### src/rtl/spi_ee_pkg.sv
package spi_ee_pkg;

  localparam logic [7:0] CODE_WREN  = 8'h06;
  localparam logic [7:0] CODE_WRDI  = 8'h04;
  localparam logic [7:0] CODE_RDSR  = 8'h05;
  localparam logic [7:0] CODE_WRITE = 8'h02;
  localparam logic [7:0] CODE_READ  = 8'h03;
  localparam logic [7:0] CODE_LOCK  = 8'h01;

  typedef enum logic [2:0] {
    OP_NONE,
    OP_WREN,
    OP_WRDI,
    OP_RDSR,
    OP_WRITE,
    OP_READ,
    OP_LOCK
  } op_e;

  // Command decode; only status reads survive a busy period.
  function automatic op_e decode_op(input logic [7:0] code, input logic busy);
    op_e r;
    case (code)
      CODE_WREN:  r = OP_WREN;
      CODE_WRDI:  r = OP_WRDI;
      CODE_RDSR:  r = OP_RDSR;
      CODE_WRITE: r = OP_WRITE;
      CODE_READ:  r = OP_READ;
      CODE_LOCK:  r = OP_LOCK;
      default:    r = OP_NONE;
    endcase
    if (busy && (r != OP_RDSR)) r = OP_NONE;
    return r;
  endfunction

endpackage

### src/rtl/spi_ee_sync.sv
module spi_ee_sync #(
  parameter int STAGES = 2
) (
  input  logic clk,
  input  logic rst_n,
  input  logic sck_i,
  input  logic cs_n_i,
  input  logic si_i,
  output logic sck_rise,
  output logic sck_fall,
  output logic sel,
  output logic cs_end,
  output logic si_s
);

  logic [STAGES-1:0] sck_c, cs_c, si_c;
  logic [STAGES-1:0] sck_c_d, cs_c_d, si_c_d;
  logic sck_h, cs_h, sck_h_d, cs_h_d;

  assign sck_c_d = {sck_c[STAGES-2:0], sck_i};
  assign cs_c_d  = {cs_c[STAGES-2:0], cs_n_i};
  assign si_c_d  = {si_c[STAGES-2:0], si_i};
  assign sck_h_d = sck_c[STAGES-1];
  assign cs_h_d  = cs_c[STAGES-1];

  always_ff @(posedge clk or negedge rst_n) begin
    if (!rst_n) begin
      sck_c <= '0;
      cs_c  <= '1;
      si_c  <= '0;
      sck_h <= 1'b0;
      cs_h  <= 1'b1;
    end else begin
      sck_c <= sck_c_d;
      cs_c  <= cs_c_d;
      si_c  <= si_c_d;
      sck_h <= sck_h_d;
      cs_h  <= cs_h_d;
    end
  end

  assign sel      = !cs_c[STAGES-1];
  assign sck_rise = sck_c[STAGES-1] && !sck_h;
  assign sck_fall = !sck_c[STAGES-1] && sck_h;
  assign cs_end   = cs_c[STAGES-1] && !cs_h;
  assign si_s     = si_c[STAGES-1];

endmodule

### src/rtl/spi_ee_pagebuf.sv
module spi_ee_pagebuf #(
  parameter int DEPTH = 16,
  parameter int W     = 8,
  localparam int IW   = $clog2(DEPTH)
) (
  input  logic             clk,
  input  logic             rst_n,
  input  logic             clr,
  input  logic             wr_en,
  input  logic [IW-1:0]    wr_idx,
  input  logic [W-1:0]     wr_data,
  input  logic [IW-1:0]    rd_idx,
  output logic [W-1:0]     rd_data,
  output logic [DEPTH-1:0] valid
);

  logic [W-1:0]     slot [DEPTH];
  logic [DEPTH-1:0] valid_q, valid_d;

  always_comb begin
    valid_d = valid_q;
    if (clr) valid_d = '0;
    else if (wr_en) valid_d[wr_idx] = 1'b1;
  end

  always_ff @(posedge clk or negedge rst_n) begin
    if (!rst_n) valid_q <= '0;
    else        valid_q <= valid_d;
  end

  always_ff @(posedge clk) begin
    if (wr_en) slot[wr_idx] <= wr_data;
  end

  assign rd_data = slot[rd_idx];
  assign valid   = valid_q;

endmodule

### src/rtl/spi_ee_commit.sv
module spi_ee_commit #(
  parameter int DEPTH       = 16,
  parameter int BUSY_CYCLES = 2000,
  localparam int IW         = $clog2(DEPTH),
  localparam int CW         = $clog2(BUSY_CYCLES + 1)
) (
  input  logic             clk,
  input  logic             rst_n,
  input  logic             start_wr,
  input  logic             start_lock,
  input  logic [DEPTH-1:0] valid,
  input  logic             guard_block_i,
  output logic             busy,
  output logic [IW-1:0]    idx,
  output logic             mem_we,
  output logic             lock_we,
  output logic             done
);

  typedef enum logic [1:0] {C_IDLE, C_SCAN, C_WAIT} cst_e;

  localparam logic [CW-1:0] LOAD = CW'(BUSY_CYCLES - 1);
  localparam logic [IW-1:0] LAST = IW'(DEPTH - 1);

  cst_e          st_q, st_d;
  logic [IW-1:0] idx_q, idx_d;
  logic [CW-1:0] cnt_q, cnt_d;

  always_comb begin
    st_d    = st_q;
    idx_d   = idx_q;
    cnt_d   = cnt_q;
    mem_we  = 1'b0;
    lock_we = 1'b0;
    done    = 1'b0;
    case (st_q)
      C_IDLE: begin
        if (start_wr) begin
          st_d  = C_SCAN;
          idx_d = '0;
        end else if (start_lock) begin
          lock_we = 1'b1;
          st_d    = C_WAIT;
          cnt_d   = LOAD;
        end
      end
      C_SCAN: begin
        mem_we = valid[idx_q] && !guard_block_i;
        if (idx_q == LAST) begin
          st_d  = C_WAIT;
          cnt_d = LOAD;
        end else begin
          idx_d = idx_q + 1'b1;
        end
      end
      C_WAIT: begin
        if (cnt_q == '0) begin
          st_d = C_IDLE;
          done = 1'b1;
        end else begin
          cnt_d = cnt_q - 1'b1;
        end
      end
      default: st_d = C_IDLE;
    endcase
  end

  always_ff @(posedge clk or negedge rst_n) begin
    if (!rst_n) begin
      st_q  <= C_IDLE;
      idx_q <= '0;
      cnt_q <= '0;
    end else begin
      st_q  <= st_d;
      idx_q <= idx_d;
      cnt_q <= cnt_d;
    end
  end

  assign busy = (st_q != C_IDLE);
  assign idx  = idx_q;

endmodule

### src/rtl/spi_ee_slave.sv
module spi_ee_slave
  import spi_ee_pkg::*;
#(
  parameter int ADDR_W      = 9,
  parameter int PAGE_BYTES  = 16,
  parameter int BUSY_CYCLES = 2000,
  parameter int SYNC_STAGES = 2
) (
  input  logic              clk,
  input  logic              rst_n,
  input  logic              sck_i,
  input  logic              cs_n_i,
  input  logic              si_i,
  output logic              so_o,
  output logic              so_oe_o,
  output logic [ADDR_W-1:0] mem_addr_o,
  output logic [7:0]        mem_wdata_o,
  output logic              mem_we_o,
  input  logic [7:0]        mem_rdata_i,
  output logic [2:0]        lock_code_o,
  input  logic              guard_block_i
);

  localparam int OFF_W = $clog2(PAGE_BYTES);
  localparam int PG_W  = ADDR_W - OFF_W;
  localparam logic [2:0] BYTE_SAT = 3'd4;

  logic sck_rise, sck_fall, sel, cs_end, si_s;

  spi_ee_sync #(.STAGES(SYNC_STAGES)) u_sync (
    .clk(clk), .rst_n(rst_n), .sck_i(sck_i), .cs_n_i(cs_n_i), .si_i(si_i),
    .sck_rise(sck_rise), .sck_fall(sck_fall), .sel(sel), .cs_end(cs_end), .si_s(si_s)
  );

  logic [2:0]        bit_q, bit_d;
  logic [2:0]        byte_q, byte_d;
  logic [7:0]        sh_q, sh_d;
  op_e               op_q, op_d;
  logic [ADDR_W-1:0] addr_q, addr_d;
  logic              wel_q, wel_d;
  logic [2:0]        lock_q, lock_d;
  logic [2:0]        pend_q, pend_d;
  logic              so_q, so_d;

  logic              buf_clr, buf_we, start_wr, start_lock;
  logic [7:0]        rx_byte, status, buf_rd;
  logic [PAGE_BYTES-1:0] buf_valid;
  logic              busy, c_we, lock_we, c_done;
  logic [OFF_W-1:0]  c_idx;

  spi_ee_pagebuf #(.DEPTH(PAGE_BYTES), .W(8)) u_buf (
    .clk(clk), .rst_n(rst_n), .clr(buf_clr), .wr_en(buf_we),
    .wr_idx(addr_q[OFF_W-1:0]), .wr_data(rx_byte),
    .rd_idx(c_idx), .rd_data(buf_rd), .valid(buf_valid)
  );

  spi_ee_commit #(.DEPTH(PAGE_BYTES), .BUSY_CYCLES(BUSY_CYCLES)) u_commit (
    .clk(clk), .rst_n(rst_n), .start_wr(start_wr), .start_lock(start_lock),
    .valid(buf_valid), .guard_block_i(guard_block_i), .busy(busy), .idx(c_idx),
    .mem_we(c_we), .lock_we(lock_we), .done(c_done)
  );

  assign rx_byte = {sh_q[6:0], si_s};
  assign status  = 8'(lock_q);

  always_comb begin
    bit_d      = bit_q;
    byte_d     = byte_q;
    sh_d       = sh_q;
    op_d       = op_q;
    addr_d     = addr_q;
    wel_d      = wel_q;
    lock_d     = lock_q;
    pend_d     = pend_q;
    so_d       = so_q;
    buf_clr    = 1'b0;
    buf_we     = 1'b0;
    start_wr   = 1'b0;
    start_lock = 1'b0;

    if (cs_end) begin
      // release of select: act only on clean byte boundaries
      if (bit_q == 3'd0) begin
        case (op_q)
          OP_WREN:  if (byte_q == 3'd1) wel_d = 1'b1;
          OP_WRDI:  if (byte_q == 3'd1) wel_d = 1'b0;
          OP_WRITE: if ((byte_q == BYTE_SAT) && wel_q && !busy) start_wr = 1'b1;
          OP_LOCK:  if ((byte_q == 3'd2) && wel_q && !busy) start_lock = 1'b1;
          default: ;
        endcase
      end
      bit_d  = '0;
      byte_d = '0;
      op_d   = OP_NONE;
      so_d   = 1'b0;
    end else if (!sel) begin
      bit_d  = '0;
      byte_d = '0;
      op_d   = OP_NONE;
      so_d   = 1'b0;
    end else begin
      if (sck_rise) begin
        sh_d  = rx_byte;
        bit_d = bit_q + 1'b1;
        if (bit_q == 3'd7) begin
          if (byte_q != BYTE_SAT) byte_d = byte_q + 1'b1;
          case (byte_q)
            3'd0: begin
              op_d = decode_op(rx_byte, busy);
              if (decode_op(rx_byte, busy) == OP_WRITE) buf_clr = 1'b1;
            end
            3'd1: begin
              if (op_q == OP_READ || op_q == OP_WRITE) addr_d = ADDR_W'({rx_byte, 8'h00});
              if (op_q == OP_LOCK) pend_d = rx_byte[2:0];
            end
            3'd2: begin
              if (op_q == OP_READ || op_q == OP_WRITE) addr_d = {addr_q[ADDR_W-1:8], rx_byte};
            end
            default: begin
              if (op_q == OP_READ) addr_d = addr_q + 1'b1;
              if (op_q == OP_WRITE) begin
                buf_we = 1'b1;
                addr_d = {addr_q[ADDR_W-1:OFF_W], addr_q[OFF_W-1:0] + 1'b1};
              end
            end
          endcase
        end
      end
      if (sck_fall) begin
        if (op_q == OP_READ && byte_q >= 3'd3) so_d = mem_rdata_i[~bit_q];
        else if (op_q == OP_RDSR && byte_q >= 3'd1) so_d = busy ? 1'b1 : status[~bit_q];
      end
    end

    if (lock_we) lock_d = pend_q;
    if (c_done)  wel_d  = 1'b0;
  end

  always_ff @(posedge clk or negedge rst_n) begin
    if (!rst_n) begin
      bit_q  <= '0;
      byte_q <= '0;
      sh_q   <= '0;
      op_q   <= OP_NONE;
      addr_q <= '0;
      wel_q  <= 1'b0;
      lock_q <= '0;
      pend_q <= '0;
      so_q   <= 1'b0;
    end else begin
      bit_q  <= bit_d;
      byte_q <= byte_d;
      sh_q   <= sh_d;
      op_q   <= op_d;
      addr_q <= addr_d;
      wel_q  <= wel_d;
      lock_q <= lock_d;
      pend_q <= pend_d;
      so_q   <= so_d;
    end
  end

  logic [PG_W-1:0] page;
  assign page = addr_q[ADDR_W-1:OFF_W];

  assign mem_addr_o  = busy ? {page, c_idx} : addr_q;
  assign mem_wdata_o = buf_rd;
  assign mem_we_o    = c_we;
  assign so_o        = so_q;
  assign so_oe_o     = sel;
  assign lock_code_o = lock_q;

endmodule

### config.mk
export PLATFORM = sky130hd
export DESIGN_NAME = spi_ee_slave
export DESIGN_NICKNAME = d
export VERILOG_FILES = /design/src/rtl/spi_ee_pkg.sv /design/src/rtl/spi_ee_sync.sv /design/src/rtl/spi_ee_pagebuf.sv /design/src/rtl/spi_ee_commit.sv /design/src/rtl/spi_ee_slave.sv
export SDC_FILE = /design/constraint.sdc
export NUM_CORES = 1
export LEC_CHECK = 0
export BUFFER_PORTS_ARGS = -buffer_cell sky130_fd_sc_hd__clkbuf_2
export CAP_MARGIN = 10
export CORE_ASPECT_RATIO = 0.8
export CORE_MARGIN = 5
export CORE_UTILIZATION = 39
export CTS_CLUSTER_DIAMETER = 100
export DETAILED_ROUTE_END_ITERATION = 10
export GPL_ROUTABILITY_DRIVEN = 0
export PLACE_DENSITY = 0.66
export SYNTH_ARGS = -nofsm -noshare
export SYNTH_HDL_FRONTEND = slang
export SYNTH_HIERARCHICAL = 1
export SYNTH_SLANG_ARGS = --single-unit
### constraint.sdc
create_clock -name clk -period 3.1 [get_ports clk]
set_clock_uncertainty 0.1 [all_clocks]
set_input_delay 0 -clock clk [delete_from_list [all_inputs] [get_ports clk]]
set_output_delay 0 -clock clk [all_outputs]
set_load 0.005 [all_outputs]
==> impl_metrics.ini, run 1 <==
[sta]
hold_viol = 0
finalMaxSlewViolations = 0
timing.final.ws_setup_ns = 0.296
relSlewSlack = 0.334
report.final.setup_viol = 0
period_needed_ns = 2.80
tns_ns = 0
worst_slew_pin_slew_ns = 0.999
clock.fmax_mhz = 357
min_period_over_period = 0.904
rsz0062_at_grt = false

[synthesis]
ys_types = 74
synth_area_leader_cell = edfxtp_1
ys_async_sr_fraction = 0.366
ys_top_cells_by_count = edfxtp_1, dfrtp_1, nor2_1
yosysMostFrequentCell = edfxtp_1
synthCells = 634
synth_area_per_cell_um2 = 14.3
ys_top_cells_by_area = edfxtp_1, dfrtp_1, mux4_2
synth_area_um2 = 9070
yosysWarnings = 6
synth_seq_area_share = 0.629
ys_seq_elements = 202
synth_top_area_frac = 0.424
ys.flop_type = edfxtp_1
synth_edf_count = 128
syn_nets = 659

[hold_path]
worstHoldStart = mem_rdata_i[5]
worstHoldPathCells = 5
worstHoldPathType = input port to flop
hold_end = so_o$_DFFE_PN0P_

[pwr]
worst_ir_drop_vdd_mv = 0.286
power_density_nw_per_um2 = 558
cellLeakagePower_nw = 3.87

[clock_tree]
root_buffer = clkbuf_16
htree_levels = 1
tritoncts = done
cts_sinks = 202
clockBufferDepth = 3
clkSlewWorstSetupHoldPaths_ns = 0.06
cts_inserted_buffers = 21
clk_latency_ns = 0.50
cts_resized = 0
post_cts_buffers = 0
cts_hold_buf = 4

[routing]
routed_wl_um = 19500
wire_per_inst_um = 19.5
final_antenna_net_count = 0
first_iter_violations = 429
firstDrtPassIters = 5
avgViaCountPerCell = 5.61
drcViolationCount = 0
via_count = 5620

[final_layout]
fin_util = 0.452
drive_gt1_frac = 0.214
final_cells = 1001
nFillCells = 2001
area_growth_pct = 13.0
nets = 707
diodes = 0

[critical_path]
r2r_start = bit_q[0]$_DFFE_PN0P_
slowest_delay_ns = 0.52
path_cells = ha_1 > ha_1 > and4b_1 > and3_1 > and3_1 > or3b_2 > nor2_1 > buf_4
start_kind = flop
worstPathRequired_ns = 3.20
path_class = flop to flop
endpoint_kind = flop
reg2reg_slack_ns = 0.30
reg2reg_to = u_buf/slot[3][6]$_DFFE_PP_
arrival_ns = 2.90
ff2ff_path_depth = 8
worst_path_max_delay_cell = or3b_2
cp_max_fo = 8

[placement]
pre_cts_slack_ns = 0.324
numPortBuffers = 36
dp.cells = 961
dp_hpwl_um = 12600

[floorplan]
row_count = 49
io-pin-count = 37
fp.dieW_um = 180
initial_core_util = 0.400
die-area_um2 = 26400
coreArea_um2 = 22700
fp.dieH_um = 146

[grt]
grt_pass1_wl_um = 31200
grt_max_degree = 75
grt_pass1_vias = 5519
grt_use_total = 0.147
antenna_found_initial = 0
grt_overflow_total = 0

[job]
maxCapViolCount = 0

[outcome]
status = finished clean
[state kept, by name, indices dropped and copies added (netlist names)]
| register | flops |
|---|---|
| pend_q | 3 |
| u_commit/idx | 4 |
| lock_code_o | 3 |
| u_commit/st_q | 2 |
| u_sync/sck_h | 1 |
| byte_q | 3 |
| u_buf/slot | 128 |
| op_q | 3 |
| u_sync/sck_c | 2 |
| u_sync/cs_h | 1 |
| u_sync/si_c | 2 |
| u_buf/valid | 16 |
| so_o | 1 |
| u_sync/cs_c | 2 |
| u_commit/cnt_q | 11 |
| bit_q | 3 |
| wel_q | 1 |
| sh_q | 7 |
| addr_q | 9 |
[layer usage]
metal / up-vias / track usage / share of wire
met5: - / 0 / 0
met2: 167 / 0.234 / 0.47
li1: 2540 / - / -
met3: 29 / 0.0251 / 0.046
met1: 2884 / 0.212 / 0.46
met4: 0 / 0.0344 / 0.022
[power breakdown]
part | switching, mW | internal, mW | leakage [nW]
logic | 0.0933 | 0.0761 | 1.41
registers | 0.237 | 3.08 | 2.17
clock network | 0.987 | 1.25 | 0.289
total | 1.32 | 4.40 | 3.87
[worst max-delay path: cells and delay by family (launching register included)]
family / cells / cell delay, ns
adder cells (fa/ha/maj): 2 / 0.40
flip-flops: 1 / 0.51
AND/OR/NAND/NOR: 5 / 1.30
buffers and inverters: 1 / 0.19
[cells by family (layout without fill, tap and decap cells)]
family | count (synthesis) | count (layout) | synth area share
AO/OA/AOI/OAI | 108 | 108 | 0.0814
AND/OR/NAND/NOR | 189 | 189 | 0.113
XOR/XNOR | 4 | 4 | 0.00386
multiplexers | 60 | 60 | 0.123
adder cells (fa/ha/maj) | 12 | 12 | 0.0163
flip-flops | 202 | 202 | 0.629
buffers and inverters | 59 | 120 | 0.0339
[metrics by stage]
step	instance area [µm²]	hold WS [ns]	total power, mW
finish	10200	0.0189	5.72
CTS	10200	0.00782	5.78
global route	10200	0.0184	5.95
detailed placement	9610	-0.0111	3.54
global placement	9610	-0.0127	3.51
floorplan	9070	-0.396	3.35
[cell type report]
| cell class | instances | area [µm²] | area share |
|---|---|---|---|
| multi-input cells | 373 | 3070 | 0.299 |
| repair buffers | 65 | 423 | 0.0413 |
| flip-flops and latches | 202 | 5700 | 0.556 |
| well taps | 306 | 383 | 0.0374 |
| clock inverters | 9 | 51.3 | 0.00501 |
| clock buffers | 27 | 548 | 0.0535 |
| inverters | 19 | 73.8 | 0.00721 |
[cells in the final DEF (no fill, tap or decap), drive strengths merged, types with 5 or more instances in the layout]
| cell | count |
|---|---|
| clkinv | 6 |
| nor2b | 12 |
| a22oi | 19 |
| nand2 | 31 |
| and3 | 7 |
| edfxtp | 128 |
| nor2 | 53 |
| nand3 | 10 |
| o21ai | 18 |
| nor3 | 14 |
| dfrtp | 71 |
| or4 | 7 |
| inv | 20 |
| ha | 11 |
| nor3b | 5 |
| nor4 | 6 |
| a21oi | 28 |
| mux2i | 8 |
| mux4 | 35 |
| clkbuf | 62 |
| a31oi | 5 |
| or2 | 6 |
| nand2b | 7 |
| mux2 | 17 |
| buf | 26 |
[how the worst max path moves through the flow]
stage / startpoint / endpoint / cells past startpoint
floorplan: bit_q[1]$_DFFE_PN0P_ / u_buf/slot[2][0]$_DFFE_PP_ / 8
global placement: bit_q[0]$_DFFE_PN0P_ / u_buf/slot[0][3]$_DFFE_PP_ / 8
finish: bit_q[0]$_DFFE_PN0P_ / u_buf/slot[3][6]$_DFFE_PP_ / 8
CTS: bit_q[0]$_DFFE_PN0P_ / u_buf/slot[3][6]$_DFFE_PP_ / 8
detailed placement: bit_q[0]$_DFFE_PN0P_ / u_buf/slot[0][3]$_DFFE_PP_ / 8
global route: bit_q[0]$_DFFE_PN0P_ / u_buf/slot[3][6]$_DFFE_PP_ / 8
Note: power is estimated with default switching activity, not from simulation.
==> run 2: changes to the inputs <==
--- a/config.mk
+++ b/config.mk
@@ -16,5 +16,4 @@
 export PLACE_DENSITY = 0.66
 export SYNTH_ARGS = -nofsm -noshare
 export SYNTH_HDL_FRONTEND = slang
-export SYNTH_HIERARCHICAL = 1
 export SYNTH_SLANG_ARGS = --single-unit
==> run 2 against run 1 <==
Net effect:
- synthesized cell count is 8.0% lower
- global-route usage is 1.6 points higher
- area after synthesis is 1.3% lower
- sequential share of layout area is 0.43 points lower
- die area is 1.2% lower
- cell area is 0.77% higher
- flip-flop and latch count stayed put
- first-iteration DRC count is 8.9% higher
- hold slack better by 0.024 ns
- worst setup slack better by 0.0023 ns
- clock power is 17% higher
==> impl_metrics.ini, run 2 <==
[clock_tree]
tritoncts = done
clk_latency_ns = 0.51
clkSlewWorstSetupHoldPaths_ns = 0.06
cts_resized = 0
htree_levels = 1
cts_sinks = 202
root_buffer = clkbuf_16
cts_inserted_buffers = 22
post_cts_buffers = 0
clockBufferDepth = 3
cts_hold_buf = 7

[synthesis]
yosysMostFrequentCell = edfxtp_1
synthCells = 583
ys_top_cells_by_count = edfxtp_1, dfrtp_1, mux4_2
ys_top_cells_by_area = edfxtp_1, dfrtp_1, mux4_2
synth_edf_count = 128
ys.flop_type = edfxtp_1
ys_types = 69
synth_area_um2 = 8950
syn_nets = 611
ys_seq_elements = 202
synth_seq_area_share = 0.637
synth_area_leader_cell = edfxtp_1
synth_top_area_frac = 0.430
yosysWarnings = 0
ys_async_sr_fraction = 0.366
synth_area_per_cell_um2 = 15.3

[final_layout]
mostFrequentLayoutCells = edfxtp_1, dfrtp_1, mux4_2
nets = 668
largest-register = u_buf.slot
final_common_cell = edfxtp_1
area_growth_pct = 15.4
diodes = 0
largest_register_ffs = 128
drive_gt1_frac = 0.260

[floorplan]
coreArea_um2 = 22600
initial_core_util = 0.397
fp.dieH_um = 145
io-pin-count = 37
row_count = 49
die-area_um2 = 26100
fp.dieW_um = 179

[grt]
grt_pass1_vias = 5572
grt_pass1_wl_um = 33000
grt_overflow_total = 0
antenna_found_initial = 0
grt_use_total = 0.163
grt_max_degree = 75

[pwr]
cellLeakagePower_nw = 3.77
worst_ir_drop_vdd_mv = 0.330
power_density_nw_per_um2 = 598
power.total_mw = 6.17

[sta]
finalMaxSlewViolations = 0
tns_ns = 0
worst_slew_pin_slew_ns = 0.945
clock.fmax_mhz = 357
min_period_over_period = 0.904
period_needed_ns = 2.80
rsz0062_at_grt = false
hold_viol = 0
report.final.setup_viol = 0
relSlewSlack = 0.370

[job]
maxCapViolCount = 0

[routing]
firstDrtPassIters = 6
avgViaCountPerCell = 5.64
first_iter_violations = 467
routed_wl_um = 20700
drcViolationCount = 0
wire_per_inst_um = 21.5
final_antenna_net_count = 0
via_count = 5418

[critical_path]
arrival_ns = 2.70
worstPathRequired_ns = 3.00
start_kind = flop
path_class = flop to primary output
cp_max_fo = 25
endpoint_kind = primary output

[outcome]
status = finished clean

[hold_path]
worstHoldPathType = input port to flop

[placement]
numPortBuffers = 36
dp_hpwl_um = 14200
run 2: changes by cell type after synthesis, sizes merged, moves of 5 or more:
cell / delta
o21a: +9
clkbuf: -6
a22oi: -17
mux4: +11
a21oi: -12
nand2: -5
and4: +5
nor2: -21
a41oi: +9
run 2: worst max-delay path: stages, from the launching register on:
cell and delay [ns]:
dfrtp_2 0.69, buf_12 0.30, mux4_2 0.58, mux4_2 0.49
clkbuf_2 0.13
run 2: final cells by class:
class | instances | area (µm²)
Clock buffer | 25 | 572
Inverter | 19 | 71.3
Tap cell | 306 | 383
Fill cell | 1987 | 12200
Timing Repair Buffer | 66 | 438
Multi-Input combinational cell | 329 | 3000
Clock inverter | 14 | 159
Sequential cell | 202 | 5700
run 2: path summary, 6_finish.rpt:
| check | from | end | slack, ns | cells after the start |
|---|---|---|---|---|
| setup / recovery | u_commit.idx[0]$_DFFE_PN0P_ | mem_wdata_o[2] | 0.30 | 4 |
| hold / removal | sck_i | u_sync.sck_c[0]$_DFF_PN0_ | 0.04 | 2 |
| setup reg to reg | byte_q[0]$_DFFE_PN0P_ | u_buf.slot[0][4]$_DFFE_PP_ | 0.31 | 7 |
| hold reg to reg | u_sync.si_c[0]$_DFF_PN0_ | u_sync.si_c[1]$_DFF_PN0_ | 0.25 | 0 |
| max in group asynchronous | rst_n | u_commit.idx[0]$_DFFE_PN0P_ | 2.14 | 2 |
| min in group asynchronous | rst_n | pend_q[2]$_DFFE_PN0P_ | 0.10 | 2 |
run 2: cell families (layout without fill, tap and decap cells):
family / count (synthesis) / after routing / synth area share
multiplexers: 65 / 65 / 0.139
AND/OR/NAND/NOR: 148 / 148 / 0.0951
flip-flops: 202 / 202 / 0.637
buffers and inverters: 52 / 124 / 0.0277
XOR/XNOR: 4 / 4 / 0.00392
adder cells (fa/ha/maj): 14 / 14 / 0.0196
AO/OA/AOI/OAI: 98 / 98 / 0.0779
run 2: routing by layer:
| metal | up-vias | track usage | wire, µm |
|---|---|---|---|
| met5 | - | 0 | 0 |
| met4 | 0 | 0.0293 | 271 |
| met3 | 27 | 0.0382 | 1620 |
| met2 | 217 | 0.256 | 9740 |
| met1 | 2757 | 0.235 | 9070 |
| li1 | 2417 | - | - |
run 2: power breakdown:
part	switching, mW	internal [mW]
registers	0.0551	3.09
clock network	1.04	1.58
logic	0.302	0.106
total	1.40	4.77
run 2: stage by stage:
stage	hold slack [ns]	cells	worst slack [ns]	utilization	instance area, µm²
2_1_floorplan	-0.396	583	0.647	-	8950
3_3_place_gp	-0.00960	915	0.562	0.422	9520
3_5_place_dp	-0.00102	915	0.318	0.422	9520
4_1_cts	0.0239	961	0.258	0.458	10300
5_1_grt	0.0371	961	0.0707	0.458	10300
6_report	0.0431	961	0.299	0.458	10300
==> run 3: changes to the inputs <==
--- a/config.mk
+++ b/config.mk
@@ -9,11 +9,13 @@
 export CAP_MARGIN = 10
 export CORE_ASPECT_RATIO = 0.8
 export CORE_MARGIN = 5
-export CORE_UTILIZATION = 39
+export CORE_UTILIZATION = 42
 export CTS_CLUSTER_DIAMETER = 100
 export DETAILED_ROUTE_END_ITERATION = 10
 export GPL_ROUTABILITY_DRIVEN = 0
-export PLACE_DENSITY = 0.66
+export PLACE_DENSITY = 0.69
+export REMOVE_ABC_BUFFERS = 1
+export SKIP_LAST_GASP = 1
 export SYNTH_ARGS = -nofsm -noshare
 export SYNTH_HDL_FRONTEND = slang
 export SYNTH_SLANG_ARGS = --single-unit
==> run 3 against run 2 <==
Net effect:
- global-route usage grew 0.54 points
- register-to-register slack gained 0.06 ns
- combinational power shrank 8.6%
- non-clock buffer count is the same
- routed wire length shrank 1.2%
- fmax grew 1.4%
- via count grew 0.96%
- cell count shrank 4.5%
- highest routed layer is now met5
- critical path depth grew 2
- sequential power is essentially flat
- total power shrank 7.0%
==> impl_metrics.ini, run 3 (synthesis gave the netlist of run 2 again) <==
[outcome]
status = finished clean

[critical_path]
cp_max_fo = 22
path_class = flop to primary output
arrival_ns = 2.66
endpoint_kind = primary output
start_kind = flop
worstPathRequired_ns = 3.00
reg2reg_slack_ns = 0.37

[sta]
report.final.setup_viol = 0
rsz0062_at_grt = false
tns_ns = 0
finalMaxSlewViolations = 0
holdWs_ns = 0.0407
hold_viol = 0
period_needed_ns = 2.76
worst_slew_pin_slew_ns = 1.03
timing.final.ws_setup_ns = 0.338
clock.fmax_mhz = 362
relSlewSlack = 0.316
min_period_over_period = 0.891

[placement]
dp_hpwl_um = 13500
dp.cells = 878
pre_cts_slack_ns = 0.259
numPortBuffers = 36

[grt]
grt_overflow_total = 0
grt_pass1_wl_um = 32200
grt_max_degree = 75
grt_use_total = 0.168
antenna_found_initial = 2
grt_pass1_vias = 5645

[final_layout]
diodes = 0
largest_register_ffs = 128
mostFrequentLayoutCells = edfxtp_1, dfrtp_1, mux4_2
nFillCells = 1766
final_cells = 918
nets = 666
drive_gt1_frac = 0.256
area_growth_pct = 13.3
largest-register = u_buf.slot
final_common_cell = edfxtp_1

[routing]
drcViolationCount = 0
avgViaCountPerCell = 5.96
via_count = 5470
firstDrtPassIters = 5
routed_wl_um = 20500
first_iter_violations = 547
wire_per_inst_um = 22.3
final_antenna_net_count = 0

[pwr]
worst_ir_drop_vdd_mv = 0.306
p_int_mw = 4.41
seq_power_share = 0.549
p_sw_frac = 0.231
cellLeakagePower_nw = 3.69
p_comb_frac = 0.065
power_switching_mw = 1.33
power_density_nw_per_um2 = 566
p_clk_frac = 0.386

[floorplan]
fp.dieW_um = 173
io-pin-count = 37
fp.dieH_um = 141
initial_core_util = 0.430
die-area_um2 = 24300
coreArea_um2 = 20800
row_count = 47

[job]
maxCapViolCount = 0

[hold_path]
worstHoldPathType = input port to flop

[clock_tree]
cts_inserted_buffers = 20
cts_sinks = 202
clkSlewWorstSetupHoldPaths_ns = 0.07
post_cts_buffers = 0
clockBufferDepth = 3
root_buffer = clkbuf_16
htree_levels = 1
tritoncts = done
clk_latency_ns = 0.50
-- run 3: what timing repair did --
item,in CTS,in global routing
gates resized for setup,0,1
endpoints found under the hold margin,75,0
hold buffers,7,0
setup endpoints to repair,0,48
-- run 3: per-stage QoR --
step                power [mW]   util  instance area [µm²]
detailed placement        3.59  0.455                 9480
floorplan                 3.33      -                 8770
global placement          3.56  0.455                 9480
CTS                       5.80  0.487                10100
finish                    5.74  0.487                10100
global route              5.94  0.487                10100
-- run 3: power groups by stage --
stage          Clock [mW]  Sequential [mW]  Combinational (mW)
6_report             2.21             3.15               0.373
5_1_grt              2.37             3.16               0.407
4_1_cts              2.26             3.15               0.384
3_5_place_dp            0             3.21               0.378
3_3_place_gp            0             3.21               0.352
2_1_floorplan           0             3.27              0.0647
-- run 3: path summary, 6_finish.rpt --
path	depth (start not counted)	from	end
max	6	u_commit.idx[1]$_DFFE_PN0P_	mem_we_o
max reg2reg	6	bit_q[1]$_DFFE_PN0P_	u_buf.slot[0][5]$_DFFE_PP_
max in group asynchronous	2	rst_n	u_commit.idx[0]$_DFFE_PN0P_
min in group asynchronous	2	rst_n	lock_code_o[0]$_DFFE_PN0P_
min reg2reg	0	u_sync.si_c[0]$_DFF_PN0_	u_sync.si_c[1]$_DFF_PN0_
min	2	sck_i	u_sync.sck_c[0]$_DFF_PN0_
-- run 3: cell type report --
class / count / area, µm² / area share
tap: 269 / 337 / 0.0332
inverter: 19 / 71.3 / 0.00704
timing repair buffer: 66 / 438 / 0.0432
clock inverter: 11 / 57.6 / 0.00568
multi-input combinational: 329 / 3000 / 0.296
clock buffer: 22 / 529 / 0.0522
sequential: 202 / 5700 / 0.562
-- run 3: per-layer routing --
metal | GRT usage | vias to the layer above | part of all wire
li1 | - | 2423 | -
met1 | 0.227 | 2798 | 0.42
met2 | 0.278 | 206 | 0.49
met3 | 0.0366 | 39 | 0.067
met4 | 0.0466 | 4 | 0.024
met5 | 0 | - | 0.0013
-- run 3: critical path, cell delays in order, from the launching register on --
cell and delay, ns:
dfrtp_1 0.32, buf_4 0.29, buf_4 0.39, mux4_2 0.36, mux4_2 0.49, and3b_1 0.20
clkbuf_2 0.11
